==> config.mk <==
export PLATFORM = sky130hd
export DESIGN_NAME = exc_ctl
export DESIGN_NICKNAME = d
export VERILOG_FILES = /design/src/rtl/exc_ctl_pkg.sv /design/src/rtl/exc_irq_decode.sv /design/src/rtl/exc_arbiter.sv /design/src/rtl/exc_state_regs.sv /design/src/rtl/exc_ctl.sv
export SDC_FILE = /design/constraint.sdc
export NUM_CORES = 1
export LEC_CHECK = 0
export BUFFER_PORTS_ARGS = -buffer_cell sky130_fd_sc_hd__buf_2
export CORE_UTILIZATION = 50
export CTS_CLUSTER_SIZE = 12
export DETAILED_ROUTE_END_ITERATION = 16
export PLACE_DENSITY_LB_ADDON = 0.05
export SYNTH_ARGS = -nofsm -noshare
export SYNTH_HDL_FRONTEND = slang
export SYNTH_SLANG_ARGS = --single-unit
export TNS_END_PERCENT = 10
==> constraint.sdc <==
create_clock -name clk -period 2.8 [get_ports clk]
set_input_delay 0.14 -clock clk [delete_from_list [all_inputs] [get_ports clk]]
set_output_delay 0.14 -clock clk [all_outputs]
set_load 0.01 [all_outputs]
==> src/rtl/exc_ctl_pkg.sv <==
package exc_ctl_pkg;

    typedef enum logic [2:0] {
        ACT_IDLE,
        ACT_RESTART,
        ACT_EXC,
        ACT_RTE,
        ACT_SRWR,
        ACT_IRQ
    } act_e;

    localparam logic [31:0] RESTART_ADDR = 32'hA000_0000;
    localparam logic [31:0] EXC_OFFSET   = 32'h0000_0100;
    localparam logic [31:0] IRQ_OFFSET   = 32'h0000_0600;
    localparam int          IRQ_CODE_BASE = 'h200;
    localparam int          IRQ_CODE_SH   = 5;

    function automatic logic [31:0] sr_reset_word(input int bl_bit, input int mask_lsb,
                                                  input int lvl_w);
        logic [31:0] w;
        w = '0;
        w[bl_bit] = 1'b1;
        for (int i = 0; i < lvl_w; i++) begin
            w[mask_lsb + i] = 1'b1;
        end
        return w;
    endfunction

endpackage

==> src/rtl/exc_irq_decode.sv <==
module exc_irq_decode
    import exc_ctl_pkg::*;
#(
    parameter int LVL_W  = 4,
    parameter int CODE_W = 12
) (
    input  logic [LVL_W-1:0]  level,
    input  logic [LVL_W-1:0]  imask,
    input  logic              blocked,
    output logic              eligible,
    output logic [CODE_W-1:0] code
);
    localparam logic [LVL_W-1:0] IDLE_LVL = '1;

    logic [LVL_W-1:0] prio;

    always_comb begin
        prio     = IDLE_LVL - level;
        eligible = (level != IDLE_LVL) && !blocked && (prio > imask);
        code     = CODE_W'(IRQ_CODE_BASE) + (CODE_W'(level) << IRQ_CODE_SH);
    end

endmodule

==> src/rtl/exc_arbiter.sv <==
module exc_arbiter
    import exc_ctl_pkg::*;
(
    input  logic exc_req,
    input  logic rte_req,
    input  logic sr_wr_en,
    input  logic irq_ok,
    input  logic blocked,
    output act_e act
);
    always_comb begin
        if (exc_req)       act = blocked ? ACT_RESTART : ACT_EXC;
        else if (rte_req)  act = ACT_RTE;
        else if (sr_wr_en) act = ACT_SRWR;
        else if (irq_ok)   act = ACT_IRQ;
        else               act = ACT_IDLE;
    end
endmodule

==> src/rtl/exc_state_regs.sv <==
module exc_state_regs
    import exc_ctl_pkg::*;
#(
    parameter int              XLEN     = 32,
    parameter int              CODE_W   = 12,
    parameter int              LVL_W    = 4,
    parameter int              BL_BIT   = 28,
    parameter int              MASK_LSB = 4,
    parameter logic [XLEN-1:0] VEC_BASE = 32'h8000_0000
) (
    input  logic              clk,
    input  logic              rst,
    input  act_e              act,
    input  logic [XLEN-1:0]   pc_in,
    input  logic [XLEN-1:0]   sr_wr_data,
    input  logic [CODE_W-1:0] exc_code,
    input  logic [CODE_W-1:0] irq_code,
    output logic [XLEN-1:0]   sr_q,
    output logic [XLEN-1:0]   spc_q,
    output logic [XLEN-1:0]   ssr_q,
    output logic [CODE_W-1:0] evt_q,
    output logic              bv_q,
    output logic              rs_q,
    output logic [XLEN-1:0]   tgt_q
);
    localparam logic [XLEN-1:0] SR_RST   = XLEN'(sr_reset_word(BL_BIT, MASK_LSB, LVL_W));
    localparam logic [XLEN-1:0] BL_MASK  = XLEN'(1) << BL_BIT;
    localparam logic [XLEN-1:0] EXC_VEC  = VEC_BASE + XLEN'(EXC_OFFSET);
    localparam logic [XLEN-1:0] IRQ_VEC  = VEC_BASE + XLEN'(IRQ_OFFSET);
    localparam logic [XLEN-1:0] RST_VEC  = XLEN'(RESTART_ADDR);

    always_ff @(posedge clk) begin
        if (rst) begin
            sr_q  <= SR_RST;
            spc_q <= '0;
            ssr_q <= '0;
            evt_q <= '0;
            bv_q  <= 1'b0;
            rs_q  <= 1'b0;
            tgt_q <= '0;
        end else begin
            bv_q <= 1'b0;
            rs_q <= 1'b0;
            unique case (act)
                ACT_RESTART: begin
                    sr_q  <= SR_RST;
                    spc_q <= '0;
                    ssr_q <= '0;
                    evt_q <= '0;
                    bv_q  <= 1'b1;
                    rs_q  <= 1'b1;
                    tgt_q <= RST_VEC;
                end
                ACT_EXC: begin
                    spc_q <= pc_in;
                    ssr_q <= sr_q;
                    sr_q  <= sr_q | BL_MASK;
                    evt_q <= exc_code;
                    bv_q  <= 1'b1;
                    tgt_q <= EXC_VEC;
                end
                ACT_IRQ: begin
                    spc_q <= pc_in;
                    ssr_q <= sr_q;
                    sr_q  <= sr_q | BL_MASK;
                    evt_q <= irq_code;
                    bv_q  <= 1'b1;
                    tgt_q <= IRQ_VEC;
                end
                ACT_RTE: begin
                    sr_q  <= ssr_q;
                    bv_q  <= 1'b1;
                    tgt_q <= spc_q;
                end
                ACT_SRWR: begin
                    sr_q <= sr_wr_data;
                end
                default: begin
                end
            endcase
        end
    end
endmodule

==> src/rtl/exc_ctl.sv <==
module exc_ctl
    import exc_ctl_pkg::*;
#(
    parameter int              XLEN     = 32,
    parameter int              CODE_W   = 12,
    parameter int              LVL_W    = 4,
    parameter int              BL_BIT   = 28,
    parameter int              MASK_LSB = 4,
    parameter logic [XLEN-1:0] VEC_BASE = 32'h8000_0000
) (
    input  logic              clk,
    input  logic              rst,
    input  logic              exc_req,
    input  logic [CODE_W-1:0] exc_code,
    input  logic [LVL_W-1:0]  irq_level,
    input  logic              rte_req,
    input  logic              sr_wr_en,
    input  logic [XLEN-1:0]   sr_wr_data,
    input  logic [XLEN-1:0]   pc_in,
    output logic              branch_valid,
    output logic [XLEN-1:0]   branch_target,
    output logic              restart,
    output logic [XLEN-1:0]   sr_out,
    output logic [XLEN-1:0]   spc_out,
    output logic [XLEN-1:0]   ssr_out,
    output logic [CODE_W-1:0] evt_code
);
    logic              blocked;
    logic              irq_ok;
    logic [CODE_W-1:0] irq_code;
    act_e              act;

    assign blocked = sr_out[BL_BIT];

    exc_irq_decode #(.LVL_W(LVL_W), .CODE_W(CODE_W)) u_dec (
        .level    (irq_level),
        .imask    (sr_out[MASK_LSB +: LVL_W]),
        .blocked  (blocked),
        .eligible (irq_ok),
        .code     (irq_code)
    );

    exc_arbiter u_arb (
        .exc_req  (exc_req),
        .rte_req  (rte_req),
        .sr_wr_en (sr_wr_en),
        .irq_ok   (irq_ok),
        .blocked  (blocked),
        .act      (act)
    );

    exc_state_regs #(
        .XLEN(XLEN), .CODE_W(CODE_W), .LVL_W(LVL_W),
        .BL_BIT(BL_BIT), .MASK_LSB(MASK_LSB), .VEC_BASE(VEC_BASE)
    ) u_regs (
        .clk        (clk),
        .rst        (rst),
        .act        (act),
        .pc_in      (pc_in),
        .sr_wr_data (sr_wr_data),
        .exc_code   (exc_code),
        .irq_code   (irq_code),
        .sr_q       (sr_out),
        .spc_q      (spc_out),
        .ssr_q      (ssr_out),
        .evt_q      (evt_code),
        .bv_q       (branch_valid),
        .rs_q       (restart),
        .tgt_q      (branch_target)
    );
endmodule

==> flow_summary.toml, run 1 <==
[global_routing]
gr-total-overflow = 0
gr-usage-met3_pct = 6.748
use_met1_pct = 31.59
first_global_vias = 5189
grt_usage_pct = 26.10
grt_max_degree = 73
grt_pass1_wl_mm = 26.03
antenna_found_initial = 1
grtUsageMet2_pct = 43.66
grt_busiest_layer = "met2"

[worst_setup_path]
cp.arrival_ns = 2.68
critical_path_class = "reg -> reg"
start_kind = "flip-flop"
critPathMaxFanout = 36
crit_path_max_incr_delay_ns = 0.48
worstPathRequired_ns = 3.09
crit_path_top_delay_cell = "or4_4"
path_cells = "inv_1 > ha_1 > a41o_4 > or4_4 > a21o_4 > nand2b_4 > buf_12 > o32ai_2"
worst-r2r-setup-slack_ns = 0.40
end_kind = "flip-flop"

[drt]
viasPerCell = 5.392
wl_mm = 16.77
wire_per_inst_um = 16.49
drcViolationCount = 0
postRouteAntennaNets = 0
vias = 5484
first_iter_violations = 378
drt_first_pass_iters = 6

[floorplan]
core-area_sq_mm = 0.01206
boundaryPins = 227
start_util_pct = 51.52
die_h_um = 113.5
die-area_sq_mm = 0.01288
num_rows = 40
fp.dieW_um = 113.5

[synth]
synth-seq-cells = 142
synth_area_sq_mm = 0.006215
avgSynthCellArea_sq_um = 10.88
ys.flop_type = "dfxtp_1"
synth-edff-count = 0
ys_seq_area_share_pct = 45.74
async_flop_share_pct = 0
synthCells = 571
synth.yosys.warnings = 0
synth.distinct_cells = 42
synth_fp_nets = 660

[sta]
setup_ws_ns = 0.4016
report.final.setup_viol = 0
rsz0062_at_grt = "no"
worst_pin_slew_ns = 1.096
fmax_mhz = 416.9
period_minus_slack_ns = 2.398
maxSlewHeadroom_pct = 26.91
hold_violations = 0
fin_crit_sh_pct = 85.66
setup_tns_ns = 0
clock_skew_ns = 0.005951
drv_slew = 0

[place]
numPortBuffers = 226
pre_cts_slack_ns = 0.4007
gp_congestion = 0.7928
hpwl_mm = 10.70

[power]
cellPowerDensity_mw_per_mm2 = 560.9
vdd_drop_max_mv = 0.3421
p_leak_nw = 3.742

[layout]
final_nets = 924
area_growth_pct = 38.05
num-fill-cells = 907
drive_gt1_share_pct = 41.75

[clock_tree]
tritoncts = "done"
post_cts_resized = 0
numCtsBuffers = 17
ctsHoldBuffers = 61
worstSkewPairLatency_ns = 0.42
path_clk_slew_ns = 0.06
cts_setup_buffers = 0
h-tree-depth = 4
clk_path_buf_depth = 2
cts_root_buffer = "clkbuf_16"
cts_sinks = 142

[worst_hold_path]
holdCritPathClass = "in -> reg"

[run]
maxCapViolations = 0

[run_status]
outcome = "complete, no violations"
==> cells in the final DEF (no fill, tap or decap), types with 2 or more instances in the layout <==
master,instances
inv_1,66
a21oi_1,7
mux2i_1,2
nand3b_1,12
dfxtp_1,142
o22ai_1,3
nor2_1,41
clkinvlp_4,4
o21bai_1,3
clkinv_2,2
a22oi_1,5
clkbuf_1,2
a222oi_1,27
o32ai_2,63
buf_2,225
nand2_1,3
o2bb2ai_1,2
nand2b_1,73
bufinv_16,2
buf_12,4
clkbuf_8,4
dlygate4sd3_1,61
nor3_1,2
buf_4,9
ha_1,4
clkbuf_16,17
a22o_1,27
nor2b_1,3
o21ai_2,7
==> sequential cells by signal, summed over array words and instances, names as in the netlist <==
signal,flops
u_regs.rs_q,1
u_regs.evt_q,12
u_regs.spc_q,32
u_regs.sr_q,32
u_regs.ssr_q,32
u_regs.tgt_q,32
u_regs.bv_q,1
==> per-layer routing <==
layer | routed length, um | vias up
li1 | - | 2595
met2 | 8175 | 225
met4 | 399 | 0
met1 | 7186 | 2634
met5 | 0 | -
met3 | 1006 | 30
==> worst max-delay path: cells and delay by family, from the launching register on <==
kind            cells  cell delay [ns]
compound gates      3             0.65
fa+ha+maj           1             0.34
flops               1             0.34
simple gates        2             0.58
buf+inv             2             0.32
==> cell usage after synthesis (5+ instances only) <==
cell / n / area share, %
buf_2: 13 / 1.0
a222oi_1: 27 / 4.3
clkbuf_1: 31 / 1.9
o32ai_2: 63 / 16
a22o_1: 27 / 3.8
inv_1: 66 / 4.0
a22oi_1: 5 / 0.60
dfxtp_1: 142 / 46
a21oi_1: 7 / 0.56
nand2b_1: 73 / 7.3
o21ai_2: 7 / 0.99
buf_12: 8 / 2.6
nand3b_1: 12 / 1.4
nor2_1: 43 / 2.6
==> area by class of cell <==
type / instances / area [sq um] / share of cell area, %
multi-input cells: 308 / 2784 / 32.45
repair buffers: 300 / 1896 / 22.09
inverters: 66 / 247.7 / 2.888
flip-flops and latches: 142 / 2843 / 33.13
well taps: 168 / 210.2 / 2.450
clock buffers: 23 / 488.0 / 5.688
diodes: 1 / 2.502 / 0.02917
clock inverters: 9 / 108.9 / 1.269
==> worst paths after layout <==
check,end,cells past startpoint,start
worst max register to register,u_regs.ssr_q[1],8,u_regs.sr_q[7]
worst min-delay path,u_regs.spc_q[9],3,pc_in[9]
worst min register to register,u_regs.tgt_q[29],1,u_regs.tgt_q[29]
worst max-delay path,u_regs.ssr_q[1],8,u_regs.sr_q[7]
==> logic make-up after synthesis <==
kind of cell	after synthesis	share of synthesized area (%)
AO/OA/AOI/OAI	155	29.76
adder cells (fa/ha/maj)	4	0.8053
buffers and inverters	121	9.845
flip-flops	142	45.74
multiplexers	2	0.3221
AND/OR/NAND/NOR	147	13.53
==> through the flow <==
step                hold slack [ns]  power [mW]  cell area (sq um)  std cells  util [%]
floorplan                    0.2904       2.407               6215        571         -
global placement             0.3786       2.537               7370        923     61.10
detailed placement           0.3873       2.547               7370        923     61.10
CTS                       0.0002904       4.848               8577       1016     71.11
global route               0.005618       4.977               8579       1017     71.13
finish                      0.01206       4.812               8579       1017     71.13
==> report_power, final <==
part	internal, mW	switching, mW	leakage [nW]
sequential	2.06	0.0269	1.15
combinational	0.225	0.262	2.31
clock	1.40	0.837	0.281
(Power assumes the default switching activity.)
==> inputs of run 2 (changes only) <==
--- a/config.mk
+++ b/config.mk
@@ -7,4 +7,5 @@
 export LEC_CHECK = 0
+export ABC_AREA = 1
 export BUFFER_PORTS_ARGS = -buffer_cell sky130_fd_sc_hd__buf_2
-export CORE_UTILIZATION = 50
+export CORE_UTILIZATION = 48
 export CTS_CLUSTER_SIZE = 12
==> constraint.sdc (replaced) <==
create_clock -name clk -period 2.8 [get_ports clk]
set_input_delay 0.28 -clock clk [delete_from_list [all_inputs] [get_ports clk]]
set_output_delay 0.28 -clock clk [all_outputs]
set_load 0.01 [all_outputs]
==> run 2 against run 1 <==
Net effect:
- critical path depth is 2 higher
- area after synthesis is 11% lower
- non-clock buffer count is 63 lower
- synthesized cell count is 27% higher
- largest cell class unchanged
- combinational power is 18% lower
- global-route usage is 2.1 points higher
- worst hold slack better by 0.10 ns
- via count is 6.7% higher
- cell area is 15% lower
==> flow_summary.toml, run 2 <==
[clock_tree]
tritoncts = "done"
cts_setup_buffers = 0
h-tree-depth = 4
cts_sinks = 142
ctsHoldBuffers = 0
path_clk_slew_ns = 0.06
worstSkewPairLatency_ns = 0.42
clk_path_buf_depth = 2
post_cts_resized = 0
cts_root_buffer = "clkbuf_16"
numCtsBuffers = 17

[worst_setup_path]
timing.rr.end = "u_regs.ssr_q[5]"
path_cells = "inv_1 > ha_1 > nand2_1 > nor2_1 > nor2_1 > nand4_4 > nand2_4 > buf_12 > nand2_1 > a21oi_1"
reg2reg_from = "u_regs.sr_q[7]"
end_kind = "flip-flop"
crit_path_top_delay_cell = "dfxtp_1"
worst-path-buf-inv = 2
worstPathRequired_ns = 3.14
critPathMaxFanout = 33
r2r.worst_path.cells = 10
crit_family = "simple AND/OR/NAND/NOR gates"
cp.arrival_ns = 2.51
start_kind = "flip-flop"
worst-r2r-setup-slack_ns = 0.63
critical_path_class = "reg -> reg"
crit_path_max_incr_delay_ns = 0.35

[sta]
rsz0062_at_grt = "no"
hold_violations = 0
period_minus_slack_ns = 2.175
drv_slew = 0
report.final.setup_viol = 0
fmax_mhz = 459.8
worst_pin_slew_ns = 0.6659
fin_crit_sh_pct = 77.68
setup_tns_ns = 0
maxSlewHeadroom_pct = 55.61
clock_skew_ns = 0.008601

[drt]
drcViolationCount = 0
postRouteAntennaNets = 0
drt_first_pass_iters = 5
first_iter_violations = 455
wire_per_inst_um = 15.68
wl_mm = 16.91
vias = 5849
viasPerCell = 5.426

[synth]
async_flop_share_pct = 0
synthCells = 725
synth_area_sq_mm = 0.005542
synth_common_cells = "nand2_1, dfxtp_1, nand3_1"
yosys-top-cells-area = "dfxtp_1, nand2_1, nand3_1"
synth_fp_nets = 814
ys.flop_type = "dfxtp_1"
synth-seq-cells = 142
synth.distinct_cells = 25
synth.yosys.warnings = 0
synth_most_common_cell = "nand2_1"
synth-edff-count = 0
ys_seq_area_share_pct = 51.30
avgSynthCellArea_sq_um = 7.644
synth_top_area_cell = "dfxtp_1"
yosysTopAreaCellShare_pct = 51.30

[run]
maxCapViolations = 0

[power]
vdd_drop_max_mv = 0.4405
clkPwrFrac_pct = 46.6
seqPwrFrac_pct = 44.9
p_switching_mw = 1.150
p_leak_nw = 3.254
internal_power_mw = 3.522
share_comb_of_total_power_pct = 8.5
switching_share_pct = 24.62
cellPowerDensity_mw_per_mm2 = 641.6

[layout]
stdcell_count = 1078
area_growth_pct = 31.41
final_nets = 1013
multi_input_area_sq_mm = 0.002321
layout_common_cells = "buf_2, nand2_1, dfxtp_1"
num-fill-cells = 999
fin_util_pct = 66.02
layout.cells.most_common = "buf_2"
drive_gt1_share_pct = 29.67
seq_area_sq_mm = 0.002843

[global_routing]
antenna_found_initial = 0
grt_max_degree = 80
grt_usage_pct = 28.15
gr-total-overflow = 0
first_global_vias = 5231
grt_pass1_wl_mm = 25.86

[worst_hold_path]
hold_path.startpoint = "pc_in[7]"
worstHoldEndpoint = "u_regs.spc_q[7]"
whs_path_depth = 3
holdCritPathClass = "in -> reg"

[place]
gp_congestion = 0.9079
numPortBuffers = 226
dp.cells = 1045
hpwl_mm = 11.22

[floorplan]
start_util_pct = 50.24
fp.dieW_um = 109.4
die_h_um = 109.4
core-area_sq_mm = 0.01103
num_rows = 38
die-area_sq_mm = 0.01198
boundaryPins = 227

[run_status]
outcome = "complete, no violations"
-- run 2: cell type report --
type | count | share of cell area [%]
multi-input combinational | 496 | 31.87
timing repair buffer | 237 | 17.22
tap | 140 | 2.405
sequential | 142 | 39.04
antenna | 1 | 0.03436
clock inverter | 12 | 1.890
inverter | 30 | 1.546
clock buffer | 20 | 5.997
-- run 2: per-layer routing --
layer,wire (um),vias up,global-route usage [%]
li1,-,2831,-
met1,7300,2752,36.40
met2,7906,244,44.25
met3,1385,22,8.002
met4,315,0,11.33
met5,0,-,0
-- run 2: per-stage QoR --
stage               setup slack, ns  power, mW  instance area [sq um]  hold slack, ns
finish                       0.6250      4.672                   7282          0.1128
global route                 0.4482      4.841                   7279          0.1038
floorplan                     1.001      2.365                   5542          0.4230
CTS                          0.6413      4.698                   7279         0.09762
global placement             0.7270      2.530                   6705          0.4457
detailed placement           0.6346      2.539                   6705          0.4522
-- run 2: logic make-up after synthesis --
kind of cell,synth area share [%]
AO/OA/AOI/OAI,14.02
adder cells (fa/ha/maj),0.9032
buffers and inverters,6.819
flip-flops,51.30
AND/OR/NAND/NOR,26.96
-- run 2: worst register-to-register path, stage by stage (launching register included) --
cell     delay, ns
dfxtp_1       0.35
inv_1         0.07
ha_1          0.29
nand2_1       0.09
nor2_1        0.06
nor2_1        0.22
nand4_4       0.15
nand2_4       0.34
buf_12        0.28
nand2_1       0.08
a21oi_1       0.15
-- run 2: power groups by stage --
stage | Sequential [mW] | Combinational (mW) | Clock, mW
5_1_grt | 2.10 | 0.437 | 2.30
2_1_floorplan | 2.16 | 0.206 | 0
3_5_place_dp | 2.14 | 0.396 | 0
3_3_place_gp | 2.14 | 0.389 | 0
4_1_cts | 2.10 | 0.397 | 2.20
6_report | 2.10 | 0.397 | 2.18
-- run 2: worst max-delay path by stage --
stage	cells after the start	startpoint	to	slack (ns)
floorplan	10	u_regs.sr_q[7]	u_regs.ssr_q[12]	1.00
global placement	11	irq_level[3]	u_regs.ssr_q[18]	0.73
detailed placement	11	irq_level[3]	u_regs.spc_q[3]	0.63
CTS	10	u_regs.sr_q[7]	u_regs.ssr_q[5]	0.64
global route	10	u_regs.sr_q[7]	u_regs.ssr_q[5]	0.45
finish	10	u_regs.sr_q[7]	u_regs.ssr_q[5]	0.63
==> inputs of run 3 (changes only) <==
- clock period: 2.8 -> 2.13 ns (I/O delays scaled with it)
==> run 3 against run 2 <==
Net effect:
- cell area rose by 1.1%
- non-clock buffer count rose by 7
- final cell count rose by 0.56%
- core utilization rose by 0.75 points
- maximum frequency rose by 14%
- combinational power rose by 38%
- global-route usage rose by 0.55 points
- first-iteration DRC count rose by 0.44%
- die area did not move
- largest cell class unchanged
- largest power group is now registers
==> flow_summary.toml, run 3 (synthesis gave the netlist of run 2 again) <==
[sta]
fin_crit_sh_pct = 89.67
fmax_mhz = 523.6
period_minus_slack_ns = 1.910
report.final.setup_viol = 0
setup_tns_ns = 0
drv_slew = 0
clock_skew_ns = 0.008971
maxSlewHeadroom_pct = 52.59
hold_violations = 0
rsz0062_at_grt = "no"
worst_pin_slew_ns = 0.7111

[place]
hpwl_mm = 11.38
gp_congestion = 0.8841
numPortBuffers = 226
placed_cell_area_sq_mm = 0.006795

[floorplan]
boundaryPins = 227
die-area_sq_mm = 0.01198
die_h_um = 109.4
start_util_pct = 50.24
fp.dieW_um = 109.4
num_rows = 38
core-area_sq_mm = 0.01103

[worst_setup_path]
cp.arrival_ns = 2.25
worstPathRequired_ns = 2.47
critical_path_class = "reg -> reg"
start_kind = "flip-flop"
end_kind = "flip-flop"
critPathMaxFanout = 18

[drt]
wire_per_inst_um = 15.75
postRouteAntennaNets = 0
wl_mm = 17.07
vias = 5914
drcViolationCount = 0
drt_first_pass_iters = 5
viasPerCell = 5.456
first_iter_violations = 457

[clock_tree]
path_clk_slew_ns = 0.06
tritoncts = "done"
worstSkewPairLatency_ns = 0.42
cts_setup_buffers = 0
numCtsBuffers = 17
clk_path_buf_depth = 2
cts_root_buffer = "clkbuf_16"
cts_sinks = 142
h-tree-depth = 4

[worst_hold_path]
holdCritPathClass = "in -> reg"

[power]
share_comb_of_total_power_pct = 9.0
vdd_drop_max_mv = 0.5875
p_switching_mw = 1.502
internal_power_mw = 4.555
clkPwrFrac_pct = 45.4
switching_share_pct = 24.80
cellPowerDensity_mw_per_mm2 = 822.4
p_leak_nw = 3.288
seqPwrFrac_pct = 45.6

[layout]
drive_gt1_share_pct = 30.40
area_growth_pct = 32.90
num-fill-cells = 970
fin_area_sq_mm = 0.007365
final_nets = 1020
layout.cells.most_common = "buf_2"
layout_common_cells = "buf_2, nand2_1, dfxtp_1"
antenna_cells = 0

[global_routing]
grt_usage_pct = 28.70
antenna_found_initial = 1
grt_pass1_wl_mm = 26.43
first_global_vias = 5419
gr-total-overflow = 0
grt_max_degree = 65

[run_status]
outcome = "complete, no violations"

[run]
maxCapViolations = 0
## run 3: cell types whose count changed in the layout (fill, tap and decap cells not counted), moves of 2 or more
cell	change
clkinv_4	-4
bufinv_16	-2
buf_4	+4
clkbuf_8	+5
clkinvlp_4	+3
buf_12	+3
## run 3: per-layer routing
layer  global-route usage, %  vias up  wire length, um
met4                   10.57        2              345
met1                   35.27     2760             7127
met3                   7.825       36             1474
met5                       0        -               13
met2                   48.02      278             8112
li1                        -     2838                -
## run 3: repair_timing
item,CTS,global route
resized for setup,0,2
hold buffers,0,0
endpoints found under the setup margin,0,49
## run 3: worst paths after layout
path / depth (start not counted) / slack, ns / start / endpoint
worst max register to register: 10 / 0.22 / u_regs.sr_q[7] / u_regs.spc_q[12]
worst min register to register: 2 / 0.46 / u_regs.tgt_q[0] / u_regs.tgt_q[0]
worst min-delay path: 3 / 0.04 / pc_in[30] / u_regs.spc_q[30]
worst max-delay path: 10 / 0.22 / u_regs.sr_q[7] / u_regs.spc_q[12]
## run 3: critical path, stage by stage (launching register included)
cell,delay (ns)
dfxtp_1,0.36
inv_1,0.07
ha_1,0.29
nand2_1,0.11
nor2_1,0.07
nor2_2,0.17
nand4_4,0.18
nand2_8,0.22
buf_12,0.17
nand2_1,0.06
a21oi_1,0.13
## run 3: through the flow
| stage | std cells | hold WS (ns) | utilization [%] | setup slack, ns | total power, mW |
|---|---|---|---|---|---|
| floorplan | 725 | 0.3560 | - | 0.3312 | 3.109 |
| global route | 1084 | 0.03408 | 66.77 | 0.02754 | 6.269 |
| finish | 1084 | 0.03865 | 66.77 | 0.2201 | 6.056 |
| CTS | 1084 | 0.02790 | 66.66 | 0.1080 | 6.082 |
| global placement | 1052 | 0.4462 | 61.60 | 0.2026 | 3.342 |
| detailed placement | 1052 | 0.4511 | 61.60 | 0.1479 | 3.352 |
## run 3: power groups by stage
stage	logic, mW	clock network, mW	registers, mW
floorplan	0.271	0	2.84
global placement	0.528	0	2.81
detailed placement	0.536	0	2.82
CTS	0.541	2.78	2.76
global route	0.600	2.90	2.77
finish	0.547	2.75	2.76
## run 3: area by class of cell
cell class                 count  area, sq um  share of cell area, %
tap                          140        175.2                  2.379
clock inverter                 8        56.30                 0.7645
inverter                      30        112.6                  1.529
sequential                   142         2843                  38.60
clock buffer                  24        501.7                  6.813
multi-input combinational    496         2332                  31.67
timing repair buffer         244         1344                  18.25
